**src/rtl/pic_pkg.sv**
```systemverilog
package pic_pkg;
    typedef enum logic [1:0] {
        INIT_DONE = 2'd0,
        INIT_VEC  = 2'd1,
        INIT_CAS  = 2'd2,
        INIT_MODE = 2'd3
    } init_st_e;

    localparam int          CMD_INIT_BIT = 4;
    localparam int          CMD_OCW3_BIT = 3;
    localparam int          CMD_POLL_BIT = 2;
    localparam int          CMD_RSEL_BIT = 1;
    localparam int          CMD_RISR_BIT = 0;
    localparam int          INIT_SNGL_BIT = 1;
    localparam int          INIT_IC4_BIT  = 0;
    localparam logic [2:0]  EOI_NONSPEC  = 3'b001;
endpackage

```
**src/rtl/pic_prio_enc.sv**
```systemverilog
module pic_prio_enc #(
    parameter int N  = 8,
    parameter int LW = 3
) (
    input  logic [N-1:0]  vec,
    output logic          any,
    output logic [LW-1:0] idx
);
    always_comb begin
        any = |vec;
        idx = '0;
        for (int k = N - 1; k >= 0; k--) begin
            if (vec[k]) idx = LW'(k);
        end
    end
endmodule

```
**src/rtl/pic_edge_latch.sv**
```systemverilog
module pic_edge_latch #(
    parameter int N = 8
) (
    input  logic [N-1:0] lvl,
    input  logic [N-1:0] prev,
    input  logic [N-1:0] irr,
    input  logic [N-1:0] take,
    input  logic         flush,
    output logic [N-1:0] irr_nx
);
    for (genvar g = 0; g < N; g++) begin : g_bit
        assign irr_nx[g] = ~flush & ~take[g] & lvl[g] & (irr[g] | ~prev[g]);
    end
endmodule

```
**src/rtl/pic8_ctrl.sv**
```systemverilog
module pic8_ctrl
    import pic_pkg::*;
#(
    parameter int N_IN = 8,
    parameter int DW   = 8
) (
    input  logic          clk,
    input  logic          rst_n,
    input  logic          is_master,
    input  logic          wr_en,
    input  logic          rd_en,
    input  logic          a0,
    input  logic [DW-1:0] wdata,
    output logic [DW-1:0] rdata,
    input  logic [N_IN-1:0] irq_in,
    output logic          int_out,
    output logic [DW-1:0] vector,
    output logic          cas_sel
);
    localparam int LW = $clog2(N_IN);
    localparam int VB = DW - LW;

    typedef struct packed {
        init_st_e        st;
        logic            sngl;
        logic            ic4;
        logic [VB-1:0]   vbase;
        logic [N_IN-1:0] cas;
        logic [N_IN-1:0] mask;
        logic [N_IN-1:0] irr;
        logic [N_IN-1:0] isr;
        logic [N_IN-1:0] prev;
        logic            rd_isr;
        logic            poll_arm;
    } regs_t;

    regs_t st_d, st_q;

    logic [N_IN-1:0] req_vec, ack_vec, irr_nx;
    logic            r_any, i_any, pend;
    logic [LW-1:0]   r_idx, i_idx;
    logic            wr_ctl, icw1_hit, poll_rd, poll_take;
    logic [DW-1:0]   poll_byte;

    // observation points for the bound checker
    logic [N_IN-1:0] obs_mask, obs_irr, obs_isr;
    logic            obs_poll, obs_done;

    assign req_vec = st_q.irr & ~st_q.mask;

    pic_prio_enc #(.N(N_IN), .LW(LW)) u_req_enc (
        .vec (req_vec),
        .any (r_any),
        .idx (r_idx)
    );

    pic_prio_enc #(.N(N_IN), .LW(LW)) u_isr_enc (
        .vec (st_q.isr),
        .any (i_any),
        .idx (i_idx)
    );

    assign pend      = r_any & (~i_any | (r_idx < i_idx));
    assign wr_ctl    = wr_en & ~a0;
    assign icw1_hit  = wr_ctl & wdata[CMD_INIT_BIT];
    assign poll_rd   = rd_en & ~a0 & st_q.poll_arm;
    assign poll_take = poll_rd & pend;
    assign ack_vec   = poll_take ? (N_IN'(1) << r_idx) : '0;

    pic_edge_latch #(.N(N_IN)) u_edge (
        .lvl    (irq_in),
        .prev   (st_q.prev),
        .irr    (st_q.irr),
        .take   (ack_vec),
        .flush  (icw1_hit),
        .irr_nx (irr_nx)
    );

    always_comb begin
        st_d      = st_q;
        st_d.prev = irq_in;
        st_d.irr  = irr_nx;

        if (poll_rd) begin
            st_d.poll_arm = 1'b0;
            if (pend) st_d.isr[r_idx] = 1'b1;
        end

        if (icw1_hit) begin
            st_d.st       = INIT_VEC;
            st_d.sngl     = wdata[INIT_SNGL_BIT];
            st_d.ic4      = wdata[INIT_IC4_BIT];
            st_d.isr      = '0;
            st_d.rd_isr   = 1'b0;
            st_d.poll_arm = 1'b0;
        end else if (wr_ctl) begin
            if (wdata[CMD_OCW3_BIT]) begin
                if (wdata[CMD_POLL_BIT]) st_d.poll_arm = 1'b1;
                if (wdata[CMD_RSEL_BIT]) st_d.rd_isr = wdata[CMD_RISR_BIT];
            end else if (wdata[DW-1:DW-3] == EOI_NONSPEC && i_any) begin
                st_d.isr[i_idx] = 1'b0;
            end
        end else if (wr_en && a0) begin
            unique case (st_q.st)
                INIT_VEC: begin
                    st_d.vbase = wdata[DW-1:LW];
                    if (!st_q.sngl)     st_d.st = INIT_CAS;
                    else if (st_q.ic4)  st_d.st = INIT_MODE;
                    else                st_d.st = INIT_DONE;
                end
                INIT_CAS: begin
                    st_d.cas = wdata[N_IN-1:0];
                    st_d.st  = st_q.ic4 ? INIT_MODE : INIT_DONE;
                end
                INIT_MODE: st_d.st = INIT_DONE;
                default:   st_d.mask = wdata[N_IN-1:0];
            endcase
        end
    end

    always_ff @(posedge clk) begin
        if (!rst_n) begin
            st_q          <= '0;
            st_q.st       <= INIT_DONE;
            st_q.mask     <= '1;
        end else begin
            st_q <= st_d;
        end
    end

    always_comb begin
        poll_byte           = '0;
        poll_byte[DW-1]     = pend;
        poll_byte[LW-1:0]   = pend ? r_idx : LW'(N_IN - 1);
        if (a0)                 rdata = DW'(st_q.mask);
        else if (st_q.poll_arm) rdata = poll_byte;
        else if (st_q.rd_isr)   rdata = DW'(st_q.isr);
        else                    rdata = DW'(st_q.irr);
    end

    assign int_out  = pend;
    assign vector   = {st_q.vbase, r_idx};
    assign cas_sel  = is_master & pend & st_q.cas[r_idx];

    assign obs_mask = st_q.mask;
    assign obs_irr  = st_q.irr;
    assign obs_isr  = st_q.isr;
    assign obs_poll = st_q.poll_arm;
    assign obs_done = (st_q.st == INIT_DONE);
endmodule

```
**config.mk**
```make
export PLATFORM = sky130hd
export DESIGN_NAME = pic8_ctrl
export DESIGN_NICKNAME = d
export VERILOG_FILES = /design/src/rtl/pic_pkg.sv /design/src/rtl/pic_prio_enc.sv /design/src/rtl/pic_edge_latch.sv /design/src/rtl/pic8_ctrl.sv
export SDC_FILE = /design/constraint.sdc
export NUM_CORES = 1
export LEC_CHECK = 0
export ABC_CLOCK_PERIOD_IN_PS = 2630
export BUFFER_PORTS_ARGS = -buffer_cell sky130_fd_sc_hd__clkbuf_2
export CAP_MARGIN = 0
export CORE_MARGIN = 2
export CORE_UTILIZATION = 30
export DETAILED_ROUTE_END_ITERATION = 10
export PLACE_DENSITY_LB_ADDON = 0.12
export SYNTH_ARGS = -nofsm -noshare
export SYNTH_HDL_FRONTEND = slang
export SYNTH_SLANG_ARGS = --single-unit
```
**constraint.sdc**
```tcl
create_clock -name clk -period 2.63 [get_ports clk]
set_input_delay 0.3945 -clock clk [delete_from_list [all_inputs] [get_ports clk]]
set_output_delay 0.3945 -clock clk [all_outputs]
set_load 0.005 [all_outputs]
```
==> out/metrics.yaml <==
postRouteAntennaNets: 0
grt_pass1_wl_um: 14200
avgSynthCellArea_um2: 8.22
post-route-period-util: 1.02
cts_buffers: 5
syn2layout_area_growth_pct: 28.3
yosys_warnings: 0
htree_levels: 2
hold_start: "irq_in[7]"
power.internal_w: 0.00111
synth.distinct_cells: 58
final_cells: 502
reg2reg_slack_ns: 0.37
arrival_ns: 2.29
critPathCaptureType: "output port"
violations: "setup timing"
vias: 2643
fin_crit_ns: 2.68
status: "complete, but fails checks"
finalPower_w: 0.00157
timing.slew.headroom: 0.578
ys_seq_elements: 51
first_pass_iters: 5
crit_start: "obs_irr[6]"
p_leak_nw: 1.49
clk_path_buf_depth: 2
worstPathRequired_ns: 2.24
num_rows: 34
clk_latency_ns: 0.32
antenna_found_initial: 0
place.gp.congestion: 0.874
finalNetCount: 416
wl_per_cell_um: 17.6
synth-edff-count: 0
path_class: "register to output port"
p_sw_w: 0.000456
hold_class: "primary input to register"
power_density_nw_per_um2: 452
core_um2: 8720
crit_buf_inv: 1
cp_top_family: "compound AO/OA/AOI/OAI gates"
multiInputGateArea_um2: 1720
power_frac_comb: 0.161
seqCellArea_um2: 1040
crit_path_start_kind: "register"
grt.total_usage: 0.187
tritoncts: "yes"
worstPathCellList: "nor2b_1, o211ai_2, a21o_4, o21ai_1, o21ai_4, a221o_1, buf_2"
synth_nets: 352
clock_skew_ns: 0.0109
slew_violations: 0
ys.flop_type: "dfxtp_1"
rsz0062_at_grt: "true"
grt-ovfl-total: 0
fillers: 923
seqPwrFrac: 0.526
die-area_um2: 9790
p_clk_frac: 0.313
drive_above_1_share: 0.353
place_inst: 488
hold_violations: 0
worstReg2RegStart: "obs_mask[3]"
syn_inst: 329
numClockSinks: 51
grt_pass1_vias: 2646
tightestPinTransition_ns: 0.634
via_per_inst: 5.26
die_w_um: 98.9
fmax_ghz: 0.373
drt_iter0_drc: 183
ys_seq_area_frac: 0.378
drv_cap: 0
clockRootBuffer: "clkbuf_8"
async_flop_share: 0
critPathMaxFanout: 6
path_clk_slew_ns: 0.10
initial_core_util: 0.310
dp_hpwl_um: 6730
n_antenna_cell: 0
die_h_um: 98.9
cpPeakStageDelay_ns: 0.44
drc_errors: 0
swShare: 0.291
syn-cell-area_um2: 2700
drt_wl_total_um: 8850
setup_ws_ns: -0.0523
io_pins: 40
portBuffers: 39
setup_viol: 1
peakVddDrop_uv: 229
grt_max_degree: 19
cp_slowest_cell: "dfxtp_1"
==> what timing repair did <==
action / in CTS / in global routing
resized for setup: 19 / 26
setup endpoints to repair: 6 / 6
hold buffers: 0 / 0
hold endpoints to repair: 0 / 0
pin swaps: 5 / 9
buffers inserted: 1 / 5
==> cells in the mapped netlist, drive strengths merged, types with 3 or more instances <==
master  count  share of area
nand4       6          0.014
o221a       3          0.012
nor4        3          0.014
o21ai      17          0.033
nand2      53          0.074
nand2b     18          0.053
a31oi       6          0.019
clkbuf      8          0.012
nor2b       8          0.019
buf         6          0.016
inv         9          0.012
mux2i      12          0.044
nor3        5         0.0093
and3        3         0.0069
dfxtp      51           0.38
and2       10          0.023
nor2       24          0.034
mux2        3          0.012
nand3      23          0.043
a21oi      28          0.057
==> worst paths after layout <==
check | depth (start not counted) | end
max | 7 | rdata[7]
min | 2 | st_q[9]
max reg2reg | 11 | obs_isr[3]
min reg2reg | 2 | st_q[35]
==> flip-flops by register name, indices dropped and copies added, names as in the netlist <==
signal and count:
obs_mask 8, obs_irr 8, obs_poll 1, vector 5
st_q 21, obs_isr 8
==> stage by stage <==
stage                     cell area, um2  hold slack [ns]   util  TNS [ns]  setup WS, ns
final                               3470            0.305  0.398   -0.0523       -0.0523
after global routing                3470            0.304  0.398    -0.222        -0.133
after CTS                           3330            0.303  0.381   -0.0779       -0.0364
after detailed placement            3160            0.446  0.362         0         0.122
after global placement              3160            0.440  0.362         0         0.208
after floorplan                     2700            0.432      -         0         0.329
==> cells by family after synthesis <==
logic type,after synthesis,synth area share
compound gates,77,0.202
fa+ha+maj,2,0.00879
buf+inv,24,0.0412
flops,51,0.378
simple gates,160,0.313
mux,15,0.0569
==> cell type report <==
class                           count  area share
Timing Repair Buffer               71       0.127
Multi-Input combinational cell    254       0.496
Sequential cell                    51       0.299
Inverter                           10      0.0108
Clock inverter                      3     0.00830
Clock buffer                        5      0.0198
Tap cell                          108      0.0390
==> power groups by stage <==
stage	clock (W)	combinational, W	sequential [W]
after global placement	0	0.000230	0.000836
after global routing	0.000533	0.000279	0.000827
after floorplan	0	0.000131	0.000830
after CTS	0.000506	0.000238	0.000821
final	0.000491	0.000252	0.000824
after detailed placement	0	0.000230	0.000836
==> cell usage in the layout, fill, tap and decap left out, types with 2 or more instances in the layout <==
master    netlist  layout
a211oi_1        2       2
a21oi_1        24      21
a21oi_2         4       6
a31oi_1         5       4
and2_1         10      10
and3_1          3       2
and4_4          2       2
buf_4           5      31
clkbuf_2        1      38
clkbuf_8        0       5
clkinv_4        0       2
dfxtp_1        51      37
dfxtp_2         0      14
inv_1           9       9
mux2_4          0       2
mux2i_1        12      12
nand2_1        53      52
nand2b_1       12      10
nand2b_4        3       8
nand3_1        23      22
nand4_1         6       6
nor2_1         23      23
nor2b_1         7       5
nor2b_2         1       3
nor3_1          5       4
nor4_2          3       2
o211ai_2        2       2
o21ai_0        14      13
o21ai_4         0       2
o221a_1         3       3
o22ai_1         2       2
or3_1           2       2
==> per-layer routing <==
| metal | GRT usage | share of wire |
|---|---|---|
| met3 | 0.0312 | 0.046 |
| met1 | 0.245 | 0.46 |
| met5 | 0 | 0 |
| met4 | 0.0685 | 0.033 |
| met2 | 0.308 | 0.46 |
(Power assumes the default switching activity.)
